===== config.mk =====
export PLATFORM = sky130hd
export DESIGN_NAME = rxf_top
export DESIGN_NICKNAME = d
export VERILOG_FILES = /design/src/rtl/rxf_pkg.sv /design/src/rtl/rxf_ia_match.sv /design/src/rtl/rxf_grp_lookup.sv /design/src/rtl/rxf_top.sv
export SDC_FILE = /design/constraint.sdc
export NUM_CORES = 1
export LEC_CHECK = 0
export BUFFER_PORTS_ARGS = -buffer_cell sky130_fd_sc_hd__clkbuf_2
export CAP_MARGIN = 20
export CORE_AREA = 4 4 102 104
export CTS_BUF_LIST = sky130_fd_sc_hd__clkbuf_4
export CTS_CLUSTER_SIZE = 20
export DETAILED_ROUTE_END_ITERATION = 10
export DIE_AREA = 0 0 106 108
export PLACE_DENSITY = 0.58
export REMOVE_ABC_BUFFERS = 1
export SYNTH_ARGS = -nofsm -noshare
export SYNTH_HDL_FRONTEND = slang
export SYNTH_SLANG_ARGS = --single-unit

===== constraint.sdc =====
create_clock -name clk -period 0.8 [get_ports clk]
set_clock_uncertainty 0.05 [all_clocks]
set_input_delay 0.16 -clock clk [delete_from_list [all_inputs] [get_ports clk]]
set_output_delay 0.16 -clock clk [all_outputs]
set_load 0.01 [all_outputs]

===== src/rtl/rxf_pkg.sv =====
package rxf_pkg;
  localparam int ADDR_W  = 48;
  localparam int HASH_W  = 6;
  localparam int SLICES  = ADDR_W / HASH_W;
  localparam int TBL_N   = 1 << HASH_W;
  localparam int CTL_W   = 4;
  localparam int CTL_IA0 = 0;
  localparam int CTL_GRP_ALL = 2;
  localparam int CTL_BCAST   = 3;

  typedef struct packed {
    logic ia;
    logic bcast;
    logic grp;
  } rxf_hits_t;

  function automatic logic [HASH_W-1:0] rxf_fold(input logic [ADDR_W-1:0] a);
    logic [HASH_W-1:0] h;
    h = '0;
    for (int i = 0; i < SLICES; i++) h ^= a[i*HASH_W +: HASH_W];
    return h;
  endfunction
endpackage


===== src/rtl/rxf_ia_match.sv =====
module rxf_ia_match
  import rxf_pkg::*;
#(
  parameter int WORD_W = 32
) (
  input  logic [ADDR_W-1:0] addr,
  input  logic [WORD_W-1:0] lo,
  input  logic [WORD_W-1:0] hi,
  input  logic              en,
  output logic              hit
);
  localparam int HI_USED = ADDR_W - WORD_W;
  logic [ADDR_W-1:0] station;
  assign station = {hi[HI_USED-1:0], lo};
  assign hit = en && (station == addr);
endmodule


===== src/rtl/rxf_grp_lookup.sv =====
module rxf_grp_lookup
  import rxf_pkg::*;
#(
  parameter int WORD_W = 32
) (
  input  logic [ADDR_W-1:0] addr,
  input  logic [WORD_W-1:0] tbl_lo,
  input  logic [WORD_W-1:0] tbl_hi,
  input  logic              apply_all,
  output logic [HASH_W-1:0] idx,
  output logic              hit
);
  logic [TBL_N-1:0] table_bits;
  logic             eligible;
  assign table_bits = {tbl_hi, tbl_lo};
  assign idx        = rxf_fold(addr);
  assign eligible   = apply_all || addr[0];
  assign hit        = eligible && table_bits[idx];
endmodule


===== src/rtl/rxf_top.sv =====
module rxf_top
  import rxf_pkg::*;
#(
  parameter int LEN_W   = 16,
  parameter int WORD_W  = 32,
  parameter int MIN_LEN = 12
) (
  input  logic              clk,
  input  logic              rst_n,
  input  logic              frame_start,
  input  logic [47:0]       dest_addr,
  input  logic [LEN_W-1:0]  frame_len,
  input  logic [3:0]        rx_ctrl,
  input  logic [WORD_W-1:0] ia0_lo,
  input  logic [WORD_W-1:0] ia0_hi,
  input  logic [WORD_W-1:0] ia1_lo,
  input  logic [WORD_W-1:0] ia1_hi,
  input  logic [WORD_W-1:0] grp_lo,
  input  logic [WORD_W-1:0] grp_hi,
  output logic              dec_valid,
  output logic              dec_accept
);
  localparam int NUM_IA = 2;

  logic [WORD_W-1:0] ia_lo_a [NUM_IA];
  logic [WORD_W-1:0] ia_hi_a [NUM_IA];
  logic [NUM_IA-1:0] ia_hit_v;
  logic [HASH_W-1:0] grp_idx;
  logic              grp_hit;
  logic              bcast_hit;
  logic              short_frame;
  rxf_hits_t         hits;
  logic              accept_now;

  assign ia_lo_a[0] = ia0_lo;
  assign ia_hi_a[0] = ia0_hi;
  assign ia_lo_a[1] = ia1_lo;
  assign ia_hi_a[1] = ia1_hi;

  for (genvar g = 0; g < NUM_IA; g++) begin : g_ia
    rxf_ia_match #(.WORD_W(WORD_W)) u_ia (
      .addr (dest_addr),
      .lo   (ia_lo_a[g]),
      .hi   (ia_hi_a[g]),
      .en   (rx_ctrl[CTL_IA0 + g]),
      .hit  (ia_hit_v[g])
    );
  end

  rxf_grp_lookup #(.WORD_W(WORD_W)) u_grp (
    .addr      (dest_addr),
    .tbl_lo    (grp_lo),
    .tbl_hi    (grp_hi),
    .apply_all (rx_ctrl[CTL_GRP_ALL]),
    .idx       (grp_idx),
    .hit       (grp_hit)
  );

  assign bcast_hit   = rx_ctrl[CTL_BCAST] && (&dest_addr);
  assign short_frame = frame_len < LEN_W'(MIN_LEN);
  assign hits        = '{ia: |ia_hit_v, bcast: bcast_hit, grp: grp_hit};
  assign accept_now  = !short_frame && (|hits);

  always_ff @(posedge clk or negedge rst_n) begin
    if (!rst_n) begin
      dec_valid  <= 1'b0;
      dec_accept <= 1'b0;
    end else begin
      dec_valid  <= frame_start;
      dec_accept <= frame_start && accept_now;
    end
  end

  // a pulse follows every strobe, and no pulse appears without one
  a_r2_valid_after_strobe: assert property (@(posedge clk) disable iff (!rst_n)
    frame_start |=> dec_valid);
  a_r2_no_spurious_valid: assert property (@(posedge clk) disable iff (!rst_n)
    dec_valid |-> $past(frame_start));

  a_r10_accept_qualified: assert property (@(posedge clk) disable iff (!rst_n)
    dec_accept |-> dec_valid);

  a_r8_short_dropped: assert property (@(posedge clk) disable iff (!rst_n)
    (frame_start && short_frame) |=> !dec_accept);

  a_r5_bcast_taken: assert property (@(posedge clk) disable iff (!rst_n)
    (frame_start && !short_frame && rx_ctrl[CTL_BCAST] && (&dest_addr)) |=> dec_accept);

  a_r9_no_hit_dropped: assert property (@(posedge clk) disable iff (!rst_n)
    (frame_start && hits == '0) |=> !dec_accept);

  a_r7_unicast_gated: assert property (@(posedge clk) disable iff (!rst_n)
    grp_hit |-> (dest_addr[0] || rx_ctrl[CTL_GRP_ALL]));
endmodule


-- Word level (Yosys, flattened, before mapping)
Index checks and enable logic that the tools add are counted.
- output and inout bits: 2
- register bits: 2
- input bits: 263
- word-level logic and storage cells: 25
- bitwise logic cells: 7
- equal/unequal tests: 2
- mux-type cells: 2
- reductions and logical operators: 10
- $lt $le $gt $ge: 2
- operator list (cell ; number):
    $eq 48x48->1 ; 2
    $reduce_and 48->1 ; 1
    $xor 6x6->6 ; 7
    $lt 16x4->1 const B ; 1
    $lt 6x7->1 const B ; 1
    $bmux 1 s6 ; 1
    $logic_and 1x1->1 ; 6
    $reduce_or 4->1 ; 1
    $logic_not 1->1 ; 1
    $logic_or 1x1->1 ; 1
    $mux 1 ; 1

-- Longest topological paths before layout
- word-level depth: 13
- depth in mapped cells: 11
- mapped depth without buffers: 9

-- Hierarchy
Synthesis repeated with hierarchy kept, for this count alone.
- cells, all modules: 271
- area, all modules: 2311.0 um^2
- by module, submodules not included (module ; seq. area each (um^2) ; cells an instance ; times used ; area each (um^2)):
    rxf_ia_match ; 0.0 ; 65 ; 2 ; 529.3
    rxf_grp_lookup ; 0.0 ; 113 ; 1 ; 1048.5
    rxf_top ; 50.0 ; 28 ; 1 ; 203.9

-- Worst setup path before layout
OpenSTA, ideal clock, no wires.
- path type: input to register
- start point: input dest_addr[0]
- end point: register dec_accept
- slack: -1.531 ns
- buffers on the path: 2
- library setup time: 0.125 ns
- arrival time: 2.157 ns
- cell stages on the path: 11
- required time: 0.625 ns
- path through: buf_2 -> xnor2_1 -> xnor2_1 -> xnor2_2 -> buf_6 -> mux4_2 -> mux2i_1 -> mux2i_1 -> a2bb2oi_1 -> nand4b_1 -> a21oi_1
- word-level cells in the longest chain between the ends: 13
- elaborated cells between the ends (all ways): 20
- classes of those cells: eq/ne (2); mux (2); bitwise (7); reduce/logical (9)
- ends and longest elaborated chain (what ; RTL line ; RTL):
    from (decl) ; rxf_top.sv:11 ; input logic [47:0] dest_addr,
    $xor 6x6->6 (7 in series) ; rxf_pkg.sv:20 ; for (int i = 0; i < SLICES; i++) h ^= a[i*HASH_W +: HASH_W];
    $bmux 1 s6 ; rxf_grp_lookup.sv:18 ; assign hit = eligible && table_bits[idx];
    $mux 1 (implied by the code) ; rxf_grp_lookup.sv:18 ;
    $logic_and 1x1->1 ; rxf_grp_lookup.sv:18 ;
    $reduce_or 4->1 * ; rxf_top.sv:62 ; assign accept_now = !short_frame && (|hits);
    $logic_and 1x1->1 * ; rxf_top.sv:62 ;
    $logic_and 1x1->1 * ; rxf_top.sv:70 ; dec_accept <= frame_start && accept_now;
    to (signal assigned) ; rxf_top.sv:70 ;
    to (decl) ; rxf_top.sv:21 ; output logic dec_accept
Mark *: on every way between the ends. The rest lies on a longest branch, timed or not. The select of a mux whose other input is x is not followed.

-- Worst setup path in the final report
- start point: input dest_addr[36]
- end point: register dec_accept
- word-level cells in the longest chain between the ends: 8
- elaborated cells between the ends (all ways): 14
- classes of those cells: eq/ne (2); mux (2); bitwise (2); reduce/logical (8)
- ends and longest elaborated chain (what ; RTL line):
    $xor 6x6->6 (2 in series) ; rxf_pkg.sv:20
    $bmux 1 s6 ; rxf_grp_lookup.sv:18
    $mux 1 (implied by the code) ; rxf_grp_lookup.sv:18
    $logic_and 1x1->1 ; rxf_grp_lookup.sv:18
    $reduce_or 4->1 * ; rxf_top.sv:62
    $logic_and 1x1->1 * ; rxf_top.sv:62
    $logic_and 1x1->1 * ; rxf_top.sv:70
Marks and branches as above.

==> PnR_summary.wiki <==
{| class="wikitable"
! Metric !! Value
|-
| Longest Clk Path Bufs || 2
|-
| Setup CP Type || in -> reg
|-
| F_max || 470.6 MHz
|-
| Status || finished, violations left
|-
| Antenna violations before repair || 0
|-
| Tightest hold margin || 0.01988 ns
|-
| TritonCTS clock tree || yes
|-
| Drt first-iter violations || 92
|-
| GR Overflow Total || 0
|-
| Worst Path Required || 0.84 ns
|-
| Clk pwr share || 4.4%
|-
| Avg Vias per Cell || 4.456
|-
| Remaining antenna violation count || 0
|-
| FF+latch count, synth || 2
|-
| Clk slew on worst S/H paths || 0.03 ns
|-
| Combinational fraction of design power || 92.7%
|-
| Worst Min Path Start || frame_start
|-
| Number of I/O pins || 265
|-
| Buffer cell driving the clock tree root || sky130_fd_sc_hd__clkbuf_4
|-
| Ratio of cells with drive above 1 in the final layout || 56.02%
|-
| Total clock buffers created by CTS || 3
|-
| Net switching power || 0.001919 W
|-
| DR vias || 3,146
|-
| Worst hold path class || in -> reg
|-
| Hold path cells || 1
|-
| Number of sinks on the clock net || 2
|-
| Final std cells w/o fill || 706
|-
| Placed Cells || 701
|-
| Post-detailed-route wirelength per cell || 15.83 µm
|-
| Cell count after synthesis || 266
|-
| Number of endpoints with negative hold slack in the final report || 0
|-
| CTS H-tree lvls || 1
|-
| Height of the die || 108 µm
|-
| Total DRC errors in the routed layout || 0
|-
| Syn-to-layout area delta || 86.48%
|-
| Total core area || 0.009549 mm²
|-
| Portion of the post-synthesis area used by sequential elements || 2.189%
|-
| Cell type with the highest aggregate area in the netlist || sky130_fd_sc_hd__xnor2_1
|-
| Initial DRT Pass Iterations || 4
|-
| Initial core utilization || 23.94%
|-
| Critical-path top delay cell || sky130_fd_sc_hd__mux4_1
|-
| Cell area after synthesis || 0.002286 mm²
|-
| Worst Setup Start Kind || primary input
|-
| Number of antenna repair diodes || 0
|-
| Overall routed net length || 11.18 mm
|-
| Warning count from the yosys run || 0
|-
| Input/output buffers || 230
|-
| Last weighted congestion value of the routability-driven placer || 0.9291
|-
| First-pass GRT wire length || 16.50 mm
|-
| Pint || 0.002834 W
|-
| Site Rows || 36
|-
| Post-route clock period utilization || 265.6%
|-
| Type of destination of the critical path || flop
|-
| Biggest fanout along the worst timing path || 9
|-
| Maximum cell stage delay along the critical path || 0.53 ns
|-
| Syn_area_per_cell || 8.594 µm²
|-
| Leakage power || 2.172 nW
|-
| Die Width || 106 µm
|-
| Number of different library cells in the post-synthesis netlist || 30
|-
| Critical path, cell by cell || clkbuf_2, xor2_1, xnor2_1, buf_4, xnor2_4, buf_12, mux4_1, mux2i_1, mux2_2, a2bb2oi_1, nand4b_1, a21oi_1
|-
| Worst IR drop on VDD || 0.6417 mV
|-
| Setup repair after global routing missed its margin || yes
|-
| Transition time of the tightest slew-check pin || 0.4379 ns
|-
| Max capacitance violation total || 0
|-
| Aggregate global-route resource usage || 18.48%
|-
| Number of global-route vias before repair || 3,304
|-
| Final setup violating endpoints || 3
|-
| Share of power burned in registers || 2.8%
|-
| Worst endpoint data arrival time || 2.16 ns
|-
| Top post-synthesis cells by area || sky130_fd_sc_hd__xnor2_1 (30%), sky130_fd_sc_hd__xor2_1 (20%), sky130_fd_sc_hd__mux2i_1 (12%)
|-
| Largest net degree at the start of global routing || 19
|-
| Die area || 0.01145 mm²
|-
| Switching portion of total power || 40.38%
|-
| Relative max-transition margin || 70.54%
|-
| Final Critical Period || 2.125 ns
|-
| PD cells || 1115 mW/mm²
|-
| Final-stage net count || 838
|-
| HPWL reported at the end of detailed placement || 10.60 mm
|-
| Setup TNS after final layout || -1.521 ns
|-
| Violated checks || setup timing
|-
| End point of the most critical hold path || dec_valid
|-
| Max Transition Viols Final || 0
|-
| Power Total || 0.004753 W
|-
| Area share of the leading cell type in the synthesized netlist || 29.89%
|-
| Setup WS post-layout || -1.325 ns
|}
==> worst max-delay path, delay by kind of cell <==
kind | cells | cell delay (ns)
AOI/OAI and AO/OA | 2 | 0.13
xor gates and xnor gates | 3 | 0.49
buffers and inverters | 3 | 0.43
muxes | 3 | 0.84
and+or+nand+nor | 1 | 0.10
==> flip-flops by register name, indices dropped and copies added (netlist names) <==
signal,cells
dec_valid,1
dec_accept,1
==> metrics by stage <==
step           instance area, µm²  util [%]  worst slack, ns
6_report                     4263     44.64           -1.325
5_1_grt                      4263     44.64           -1.466
4_1_cts                      4263     44.64           -1.364
3_5_place_dp                 4197     43.95           -1.660
3_3_place_gp                 4197     43.95           -1.629
2_1_floorplan                2258         -           -1.745
==> final cells by class <==
class,instances,area (µm²)
Tap cell,133,166.4
Inverter,8,30.03
Fill cell,1039,5286
Timing Repair Buffer,308,1793
Multi-Input combinational cell,252,2201
Sequential cell,2,50.05
Clock buffer,3,22.52
==> worst max path at each step <==
stage,slack (ns),to,from
after floorplan,-1.74,dec_accept,dest_addr[36]
after global placement,-1.63,dec_accept,dest_addr[36]
after detailed placement,-1.66,dec_accept,dest_addr[36]
after CTS,-1.36,dec_accept,dest_addr[36]
after global routing,-1.47,dec_accept,dest_addr[36]
final,-1.33,dec_accept,dest_addr[36]
==> per-layer routing <==
metal	part of all wire [%]	track usage (%)
met3	7.0	3.821
met5	0	0
met2	55	36.70
met1	37	20.59
met4	0.84	2.590
==> kinds of logic (layout without fill, tap and decap cells) <==
| kind of cell | count (synthesis) | count (layout) | synth area share (%) |
|---|---|---|---|
| XOR/XNOR | 133 | 133 | 51.62 |
| AND/OR/NAND/NOR | 66 | 66 | 16.69 |
| multiplexers | 37 | 37 | 22.33 |
| AO/OA/AOI/OAI | 16 | 16 | 4.653 |
| buffers and inverters | 12 | 319 | 2.518 |
| flip-flops | 2 | 2 | 2.189 |
==> power groups by stage <==
stage / logic (W) / clock network, W / registers (W)
after floorplan: 0.00233 / 0 / 0.000150
final: 0.00441 / 0.000211 / 0.000135
after global routing: 0.00479 / 0.000248 / 0.000137
after CTS: 0.00443 / 0.000223 / 0.000135
after detailed placement: 0.00433 / 0 / 0.000136
after global placement: 0.00429 / 0 / 0.000138
==> what timing repair did <==
| action | 4_1_cts | 5_1_grt |
|---|---|---|
| pin swaps | 2 | 0 |
| endpoints found under the hold margin | 2 | 0 |
| setup buffers | 1 | 0 |
| setup endpoints to repair | 3 | 3 |
| hold buffers | 1 | 0 |
| gates resized for setup | 3 | 5 |
==> synth_stat cells (all sizes together) <==
| master | n |
|---|---|
| a21oi | 4 |
| a221oi | 2 |
| a2bb2oi | 1 |
| a31oi | 1 |
| a41oi | 1 |
| and2 | 2 |
| buf | 3 |
| clkbuf | 1 |
| dfrtp | 2 |
| inv | 8 |
| mux2 | 1 |
| mux2i | 27 |
| mux4 | 9 |
| nand2 | 5 |
| nand3 | 4 |
| nand4 | 27 |
| nand4b | 1 |
| nor2 | 5 |
| nor3 | 3 |
| nor4 | 19 |
| o211ai | 1 |
| o21ai | 2 |
| o22ai | 3 |
| o2bb2ai | 1 |
| xnor2 | 80 |
| xor2 | 53 |
==> placed cells by master, fill, tap and decap left out <==
master                          count
sky130_fd_sc_hd__nor2_1             5
sky130_fd_sc_hd__nand3_1            4
sky130_fd_sc_hd__a21oi_1            4
sky130_fd_sc_hd__a221oi_1           2
sky130_fd_sc_hd__xnor2_4            1
sky130_fd_sc_hd__clkbuf_4           3
sky130_fd_sc_hd__buf_12             4
sky130_fd_sc_hd__a31oi_1            1
sky130_fd_sc_hd__mux2i_1           27
sky130_fd_sc_hd__o2bb2ai_1          1
sky130_fd_sc_hd__xnor2_1           75
sky130_fd_sc_hd__inv_1              8
sky130_fd_sc_hd__buf_6              1
sky130_fd_sc_hd__nand2_1            5
sky130_fd_sc_hd__buf_4             72
sky130_fd_sc_hd__mux2_2             1
sky130_fd_sc_hd__nand4b_1           1
sky130_fd_sc_hd__nand4_1           27
sky130_fd_sc_hd__mux4_2             5
sky130_fd_sc_hd__xor2_1            53
sky130_fd_sc_hd__nor3_1             3
sky130_fd_sc_hd__clkbuf_2         230
sky130_fd_sc_hd__dfrtp_1            2
sky130_fd_sc_hd__and2_1             2
sky130_fd_sc_hd__mux4_1             4
sky130_fd_sc_hd__a2bb2oi_1          1
sky130_fd_sc_hd__xnor2_2            4
sky130_fd_sc_hd__o22ai_1            3
sky130_fd_sc_hd__nor4_1            19
sky130_fd_sc_hd__dlygate4sd3_1      1
sky130_fd_sc_hd__a41oi_1            1
sky130_fd_sc_hd__o211ai_1           1
sky130_fd_sc_hd__o21ai_0            2
Note: power is estimated with default switching activity, not from simulation.
